==> config.mk <==
export PLATFORM = sky130hd
export DESIGN_NAME = pdlp_handshake
export DESIGN_NICKNAME = d
export VERILOG_FILES = /design/src/rtl/pdlp_pkg.sv /design/src/rtl/pdlp_downcnt.sv /design/src/rtl/pdlp_wake_decode.sv /design/src/rtl/pdlp_handshake.sv
export SDC_FILE = /design/constraint.sdc
export NUM_CORES = 1
export LEC_CHECK = 0
export BUFFER_PORTS_ARGS = -buffer_cell sky130_fd_sc_hd__buf_4
export CORE_MARGIN = 3
export CORE_UTILIZATION = 57
export CTS_BUF_LIST = sky130_fd_sc_hd__clkbuf_2
export CTS_CLUSTER_DIAMETER = 200
export DETAILED_ROUTE_END_ITERATION = 12
export PLACE_DENSITY = 0.87
export SLEW_MARGIN = 20
export SYNTH_ARGS = -nofsm -noshare
export SYNTH_HDL_FRONTEND = slang
export SYNTH_HIERARCHICAL = 1
export SYNTH_SLANG_ARGS = --single-unit
==> constraint.sdc <==
create_clock -name clk -period 2.8 [get_ports clk]
set_input_delay 0.28 -clock clk [delete_from_list [all_inputs] [get_ports clk]]
set_output_delay 0.28 -clock clk [all_outputs]
set_load 0.02 [all_outputs]
==> src/rtl/pdlp_pkg.sv <==
package pdlp_pkg;

   typedef enum logic [2:0] {
      ST_IDLE  = 3'd0,
      ST_DELAY = 3'd1,
      ST_REQ   = 3'd2,
      ST_LP    = 3'd3,
      ST_WAKE  = 3'd4
   } pdlp_st_e;

   function automatic int imax(input int a, input int b);
      return (a > b) ? a : b;
   endfunction

endpackage

==> src/rtl/pdlp_downcnt.sv <==
module pdlp_downcnt #(
   parameter int CW = 8
) (
   input  logic          clk,
   input  logic          rst_n,
   input  logic          load,
   input  logic [CW-1:0] load_val,
   output logic          zero
);

   logic [CW-1:0] cnt_q;

   generate
      if (CW < 1) begin : g_bad_cw
         $error("pdlp_downcnt: CW must be at least 1");
      end
   endgenerate

   always_ff @(posedge clk or negedge rst_n) begin
      if (!rst_n) begin
         cnt_q <= '0;
      end else if (load) begin
         cnt_q <= load_val;
      end else if (cnt_q != '0) begin
         cnt_q <= cnt_q - 1'b1;
      end
   end

   assign zero = (cnt_q == '0);

   a_cnt_no_wrap : assert property (@(posedge clk) disable iff (!rst_n)
      (!$past(load) && $past(zero)) |-> zero);

endmodule

==> src/rtl/pdlp_wake_decode.sv <==
module pdlp_wake_decode #(
   parameter int WAKE_W    = 4,
   parameter int WCYC_W    = 8,
   parameter int WAKE_UNIT = 4,
   parameter bit WAKE_EXP  = 1'b0
) (
   input  logic [WAKE_W-1:0] code,
   output logic [WCYC_W-1:0] cycles
);

   localparam int PW = WAKE_W + WCYC_W + 1;

   generate
      if (WAKE_UNIT < 1) begin : g_bad_unit
         $error("pdlp_wake_decode: WAKE_UNIT must be at least 1");
      end
      if (WCYC_W < 2 || WCYC_W > 30) begin : g_bad_wcyc
         $error("pdlp_wake_decode: WCYC_W out of range");
      end

      if (WAKE_EXP) begin : g_exp
         always_comb begin
            if (int'(code) >= WCYC_W) begin
               cycles = '1;
            end else begin
               cycles = WCYC_W'(1) << code;
            end
         end
      end else begin : g_lin
         logic [PW-1:0] prod;
         always_comb begin
            prod = (PW'(code) + PW'(1)) * PW'(WAKE_UNIT);
            if (prod > PW'({WCYC_W{1'b1}})) begin
               cycles = '1;
            end else begin
               cycles = prod[WCYC_W-1:0];
            end
         end
      end
   endgenerate

endmodule

==> src/rtl/pdlp_handshake.sv <==
module pdlp_handshake
   import pdlp_pkg::*;
#(
   parameter int DLY_W     = 6,
   parameter int WAKE_W    = 4,
   parameter int WCYC_W    = 8,
   parameter int WAKE_UNIT = 4,
   parameter bit WAKE_EXP  = 1'b0,
   parameter int ACK_WIN   = 8
) (
   input  logic              clk,
   input  logic              rst_n,
   input  logic              lp_en,
   input  logic [WAKE_W-1:0] wake_code,
   input  logic [DLY_W-1:0]  ctrl_dly,
   input  logic [DLY_W-1:0]  ckpde_dly,
   input  logic [DLY_W-1:0]  clken_dly,
   input  logic [DLY_W-1:0]  ckpdx_dly,
   input  logic              entry_go,
   input  logic              exit_go,
   input  logic              phy_lp_ack,
   output logic              phy_lp_req,
   output logic [WAKE_W-1:0] phy_lp_wake,
   output logic              entry_done,
   output logic              entry_ok,
   output logic              lp_ok,
   output logic              exit_done
);

   localparam int SUM_W = DLY_W + 1;
   localparam int WIN_W = $clog2(ACK_WIN + 1);
   localparam int CHK_W = imax(SUM_W, WCYC_W) + 2;

   generate
      if (DLY_W < 1) begin : g_bad_dly
         $error("pdlp_handshake: DLY_W must be at least 1");
      end
      if (ACK_WIN < 1) begin : g_bad_win
         $error("pdlp_handshake: ACK_WIN must be at least 1");
      end
      if (WAKE_W < 1) begin : g_bad_wake
         $error("pdlp_handshake: WAKE_W must be at least 1");
      end
   endgenerate

   pdlp_st_e          st_q;
   logic              req_q;
   logic [WAKE_W-1:0] wake_q;
   logic              lpok_q;
   logic              ent_done_q;
   logic              ent_ok_q;
   logic              ex_done_q;
   logic              pend_q;

   logic [SUM_W-1:0]  ent_sum;
   logic [SUM_W-1:0]  min_sum;
   logic [WCYC_W-1:0] wake_cyc;
   logic              ld_ent;
   logic              ld_win;
   logic              ld_exit;
   logic              ent_zero;
   logic              win_zero;
   logic              wake_zero;
   logic              min_zero;
   logic              exit_req;

   assign ent_sum  = {1'b0, ctrl_dly}  + {1'b0, ckpde_dly};
   assign min_sum  = {1'b0, clken_dly} + {1'b0, ckpdx_dly};
   assign exit_req = exit_go | pend_q;

   assign ld_ent  = (st_q == ST_IDLE)  && entry_go && !exit_go && lp_en;
   assign ld_win  = (st_q == ST_DELAY) && !exit_go && ent_zero;
   assign ld_exit = (st_q == ST_LP)    && exit_req;

   pdlp_wake_decode #(
      .WAKE_W    (WAKE_W),
      .WCYC_W    (WCYC_W),
      .WAKE_UNIT (WAKE_UNIT),
      .WAKE_EXP  (WAKE_EXP)
   ) u_wdec (
      .code   (wake_q),
      .cycles (wake_cyc)
   );

   pdlp_downcnt #(.CW(SUM_W)) u_ent_cnt (
      .clk      (clk),
      .rst_n    (rst_n),
      .load     (ld_ent),
      .load_val (ent_sum),
      .zero     (ent_zero)
   );

   pdlp_downcnt #(.CW(WIN_W)) u_win_cnt (
      .clk      (clk),
      .rst_n    (rst_n),
      .load     (ld_win),
      .load_val (WIN_W'(ACK_WIN - 1)),
      .zero     (win_zero)
   );

   pdlp_downcnt #(.CW(WCYC_W)) u_wake_cnt (
      .clk      (clk),
      .rst_n    (rst_n),
      .load     (ld_exit),
      .load_val (wake_cyc),
      .zero     (wake_zero)
   );

   pdlp_downcnt #(.CW(SUM_W)) u_min_cnt (
      .clk      (clk),
      .rst_n    (rst_n),
      .load     (ld_exit),
      .load_val (min_sum),
      .zero     (min_zero)
   );

   always_ff @(posedge clk or negedge rst_n) begin
      if (!rst_n) begin
         st_q       <= ST_IDLE;
         req_q      <= 1'b0;
         wake_q     <= '0;
         lpok_q     <= 1'b0;
         ent_done_q <= 1'b0;
         ent_ok_q   <= 1'b0;
         ex_done_q  <= 1'b0;
         pend_q     <= 1'b0;
      end else begin
         ent_done_q <= 1'b0;
         ex_done_q  <= 1'b0;
         unique case (st_q)
            ST_IDLE: begin
               if (exit_go) begin
                  ex_done_q <= 1'b1;
               end else if (entry_go) begin
                  if (lp_en) begin
                     st_q   <= ST_DELAY;
                     wake_q <= wake_code;
                  end else begin
                     ent_done_q <= 1'b1;
                     ent_ok_q   <= 1'b0;
                  end
               end
            end
            ST_DELAY: begin
               if (exit_go) begin
                  st_q       <= ST_IDLE;
                  ent_done_q <= 1'b1;
                  ent_ok_q   <= 1'b0;
                  ex_done_q  <= 1'b1;
               end else if (ent_zero) begin
                  st_q  <= ST_REQ;
                  req_q <= 1'b1;
               end
            end
            ST_REQ: begin
               if (phy_lp_ack) begin
                  st_q       <= ST_LP;
                  ent_done_q <= 1'b1;
                  ent_ok_q   <= 1'b1;
                  lpok_q     <= 1'b1;
                  pend_q     <= exit_req;
               end else if (win_zero) begin
                  st_q       <= ST_IDLE;
                  req_q      <= 1'b0;
                  ent_done_q <= 1'b1;
                  ent_ok_q   <= 1'b0;
                  ex_done_q  <= exit_req;
                  pend_q     <= 1'b0;
               end else begin
                  pend_q <= exit_req;
               end
            end
            ST_LP: begin
               if (exit_req) begin
                  st_q   <= ST_WAKE;
                  req_q  <= 1'b0;
                  pend_q <= 1'b0;
               end
            end
            ST_WAKE: begin
               if (!phy_lp_ack && wake_zero && min_zero) begin
                  st_q      <= ST_IDLE;
                  lpok_q    <= 1'b0;
                  ex_done_q <= 1'b1;
               end
            end
            default: begin
               st_q <= ST_IDLE;
            end
         endcase
      end
   end

   assign phy_lp_req  = req_q;
   assign phy_lp_wake = wake_q;
   assign entry_done  = ent_done_q;
   assign entry_ok    = ent_ok_q;
   assign lp_ok       = lpok_q;
   assign exit_done   = ex_done_q;

   // ---------------- checker state: cycles since each trigger ----------
   logic [CHK_W-1:0] since_ent_q;
   logic [CHK_W-1:0] since_ex_q;
   logic [SUM_W-1:0] ent_sum_lat_q;
   logic [SUM_W-1:0] min_sum_lat_q;

   always_ff @(posedge clk or negedge rst_n) begin
      if (!rst_n) begin
         since_ent_q   <= '0;
         since_ex_q    <= '0;
         ent_sum_lat_q <= '0;
         min_sum_lat_q <= '0;
      end else begin
         if (ld_ent) begin
            since_ent_q   <= '0;
            ent_sum_lat_q <= ent_sum;
         end else if (since_ent_q != '1) begin
            since_ent_q <= since_ent_q + 1'b1;
         end
         if (ld_exit) begin
            since_ex_q    <= '0;
            min_sum_lat_q <= min_sum;
         end else if (since_ex_q != '1) begin
            since_ex_q <= since_ex_q + 1'b1;
         end
      end
   end

   // quiet outputs right after reset
   a_r1_reset_quiet : assert property (@(posedge clk)
      $rose(rst_n) |-> (!phy_lp_req && !entry_done && !exit_done && !lp_ok));

   // disabled entry gives a failed result, no request
   a_r2_disabled_no_req : assert property (@(posedge clk) disable iff (!rst_n)
      (st_q == ST_IDLE && entry_go && !exit_go && !lp_en)
         |=> (!phy_lp_req && entry_done && !entry_ok));

   // request never rises before the programmed entry delay
   a_r3_entry_delay : assert property (@(posedge clk) disable iff (!rst_n)
      $rose(phy_lp_req) |-> (since_ent_q > CHK_W'(ent_sum_lat_q)));

   // wake field held while the request is up
   a_r4_wake_stable : assert property (@(posedge clk) disable iff (!rst_n)
      (phy_lp_req && $past(phy_lp_req)) |-> $stable(phy_lp_wake));

   // a successful entry leaves the request up
   a_r5_ok_keeps_req : assert property (@(posedge clk) disable iff (!rst_n)
      (entry_done && entry_ok) |-> (phy_lp_req && lp_ok));

   // a failed entry leaves no request
   a_r6_fail_no_req : assert property (@(posedge clk) disable iff (!rst_n)
      (entry_done && !entry_ok) |-> (!phy_lp_req && !lp_ok));

   // exit never completes before the minimum floor
   a_r9_exit_floor : assert property (@(posedge clk) disable iff (!rst_n)
      $fell(lp_ok) |-> (since_ex_q > CHK_W'(min_sum_lat_q)));

   // completion only after the acknowledge was seen low
   a_r10_ack_low : assert property (@(posedge clk) disable iff (!rst_n)
      $fell(lp_ok) |-> ($past(!phy_lp_ack) && !phy_lp_req));

   // lp_ok falls together with exit_done; exit_done is one cycle
   a_r12_okfall_done : assert property (@(posedge clk) disable iff (!rst_n)
      $fell(lp_ok) |-> exit_done);
   a_r12_done_pulse : assert property (@(posedge clk) disable iff (!rst_n)
      exit_done |=> !exit_done);

endmodule

==> impl_metrics.py <==
metrics = {
    "routing": {
        "ant_nets": 0,
        "first_pass_iters": 5,
        "drt-initial-drc-count": 118,
        "post-route-drc-count": 0,
        "vias": 2311,
        "wl_per_cell_um": 14.31,
        "via_per_inst": 5.706,
        "drt_wl_total_mm": 5.795,
    },
    "grt": {
        "gr-usage-all-layers_pct": 22.52,
        "grt_pass1_vias": 2248,
        "grt_first_pass_wirelength_mm": 9.949,
        "antenna_found_initial": 0,
        "grt_overflow": 0,
        "grt_start_max_net_pins": 40,
    },
    "sta": {
        "slew_headroom_pct": 55.70,
        "setup_tns_ns": 0,
        "rsz0062_at_grt": "false",
        "report.final.slew_viol_count": 0,
        "timing.hold.ws_ns": 0.1176,
        "fin_crit_ns": 2.497,
        "final-hold-violation-count": 0,
        "worst_slew_pin_slew_ns": 0.6584,
        "skew_ns": 0.02426,
        "setup_violations": 0,
        "finalCritPeriodShare_pct": 89.19,
        "max_freq_ghz": 0.4004,
    },
    "clocking": {
        "cts_setup_buffers": 0,
        "clk_pin_slew_worst_paths_ns": 0.19,
        "cts_max_path_buffers": 2,
        "tritoncts": "yes",
        "insertion_delay_ns": 0.39,
        "clkSinkCount": 39,
        "cts-root-buf": "clkbuf_2",
        "cts_made_buffers": 5,
        "htree_levels": 2,
    },
    "synthesis": {
        "yosys_register_bits": 39,
        "ys.flop_type": "dfrtp_1",
        "synth_top_area_share_pct": 35.23,
        "synth_edf_count": 0,
        "syn_inst": 296,
        "syn_area_um2": 2770,
        "syn_area_per_cell_um2": 9.359,
        "ys_seq_area_share_pct": 35.23,
        "async_flop_share_pct": 100.0,
        "ys_types": 59,
        "ys_warn_count": 6,
        "synthTopCellsByArea": "dfrtp_1 35%, ha_1 8.6%, xnor2_1 4.4%",
        "synth_top_area_cell": "dfrtp_1",
    },
    "power_and_ir_drop": {
        "power_frac_comb_pct": 49.2,
        "seqPwrFrac_pct": 41.9,
        "p_per_area_nw_per_um2": 845.0,
        "p_sw_share_pct": 43.20,
        "clkPwrFrac_pct": 8.9,
        "p_switching_w": 0.001156,
        "internal_power_w": 0.001520,
        "peakVddDrop_v": 0.0004605,
        "power_leakage_nw": 1.405,
    },
    "floorplan": {
        "core_um2": 4534,
        "dieArea_um2": 5733,
        "pin_count": 43,
        "initial_core_util_pct": 61.09,
        "die_y_um": 75.72,
        "dieWidth_um": 75.72,
        "rows": 24,
    },
    "setup_path": {
        "critPathMaxFanout": 7,
        "critical_path_depth": 8,
        "rr_worst_depth": 8,
        "crit_family": "simple AND/OR/NAND/NOR gates",
        "slowest_delay_ns": 0.49,
        "end_kind": "flop",
        "worst_path_max_delay_cell": "or3b_1",
        "path_buf_inv": 1,
        "path_cells": "inv_1, ha_1, or3b_1, nor2_1, nand3b_1, and3_1, a221oi_1, mux2_1",
        "criticalPathCategory": "reg -> reg",
        "cp-start-kind": "flop",
        "cp.required_ns": 3.08,
        "worstPathArrival_ns": 2.78,
    },
    "cells_and_area": {
        "antenna_cells": 0,
        "fin_area_um2": 3167,
        "final_cell_mix": "44 x buf_4, 39 x dfrtp_1, 23 x nand2_1",
        "drive_above_1_share_pct": 19.41,
        "final_common_cell": "buf_4",
        "final_nets": 395,
        "syn_to_final_growth_pct": 14.32,
    },
    "place": {
        "place_area_um2": 3123,
        "dpl.hpwl_mm": 4.520,
        "port-buffer-count": 42,
        "place_congestion": 0.8878,
    },
    "run": {
        "maxCapViolations": 0,
    },
    "hold_path": {
        "holdPathStages": 2,
        "hp-class": "in -> reg",
    },
    "status": {
        "status": "finished clean",
    },
}
[metal layers]
metal / track usage [%] / wire length (um) / vias to the layer above / share of wire, %
met5: 0 / 0 / - / 0
met4: 7.961 / 81 / 0 / 1.4
met3: 5.013 / 222 / 12 / 3.8
met2: 39.41 / 2967 / 55 / 51
met1: 27.19 / 2524 / 1086 / 44
li1: - / - / 1158 / -
[cell usage after synthesis, drive strengths merged (5+ instances only)]
cell / n
inv: 20
nand2: 23
a21oi: 23
a21o: 6
o31ai: 11
xnor2: 14
dfrtp: 39
nand2b: 8
nor2b: 10
a31oi: 5
nor3: 9
buf: 7
o21ai: 13
mux2: 7
or4: 6
nor2: 11
nor3b: 6
ha: 19
[cell type report]
| class | instances | area (um2) |
|---|---|---|
| flip-flops and latches | 39 | 975.9 |
| inverters | 20 | 75.07 |
| well taps | 65 | 81.33 |
| clock buffers | 5 | 25.02 |
| fillers | 342 | 1368 |
| repair buffers | 45 | 340.3 |
| clock inverters | 2 | 8.758 |
| multi-input cells | 229 | 1660 |
[path summary, 6_finish.rpt]
kind | slack [ns] | endpoint | from
hold / removal | 0.12 | phy_lp_wake[3] | wake_code[3]
min in group asynchronous | 0.36 | st_q[1] | rst_n
max in group asynchronous | 2.08 | exit_done | rst_n
setup reg to reg | 0.30 | st_q[0] | u_wake_cnt/cnt_q[0]
hold reg to reg | 0.54 | entry_ok | entry_ok
setup / recovery | 0.30 | st_q[0] | u_wake_cnt/cnt_q[0]
[flip-flops by register name, summed over array words and instances, names as in the netlist, 3 cells and up]
name / count
u_ent_cnt/cnt_q: 7
u_wake_cnt/cnt_q: 8
u_min_cnt/cnt_q: 7
phy_lp_wake: 4
u_win_cnt/cnt_q: 4
st_q: 3
[power groups by stage]
| stage | logic [W] | clock network [W] | registers [W] |
|---|---|---|---|
| 6_report | 0.00132 | 0.000237 | 0.00112 |
| 5_1_grt | 0.00148 | 0.000275 | 0.00116 |
| 4_1_cts | 0.00132 | 0.000245 | 0.00111 |
| 3_5_place_dp | 0.00131 | 0 | 0.00113 |
| 3_3_place_gp | 0.00126 | 0 | 0.00110 |
| 2_1_floorplan | 0.000972 | 0 | 0.00109 |
[cell families (layout without fill, tap and decap cells)]
kind of cell / count (synthesis) / after routing / synth area share (%)
xor gates and xnor gates: 16 / 16 / 5.059
other: 3 / 7 / 0.4065
and+or+nand+nor: 92 / 92 / 20.10
AOI/OAI and AO/OA: 83 / 83 / 19.87
DFF: 39 / 39 / 35.23
muxes: 10 / 10 / 3.929
adders and majority gates: 21 / 21 / 10.03
buffers and inverters: 32 / 72 / 5.374
[what timing repair did]
| action | in CTS | in global routing |
|---|---|---|
| hold buffers | 1 | 0 |
| gates resized for setup | 0 | 0 |
| setup endpoints to repair | 0 | 0 |
| hold endpoints to repair | 39 | 0 |
[per-stage QoR]
step	setup slack, ns	util, %	power, W	instances
6_report	0.3028	69.84	0.002676	405
5_1_grt	0.06287	69.84	0.002913	405
2_1_floorplan	0.5632	-	0.002066	300
3_5_place_dp	0.3379	68.87	0.002439	397
3_3_place_gp	0.4998	68.87	0.002360	397
4_1_cts	0.3016	69.84	0.002678	405
Power figures use the tool's default switching activity.
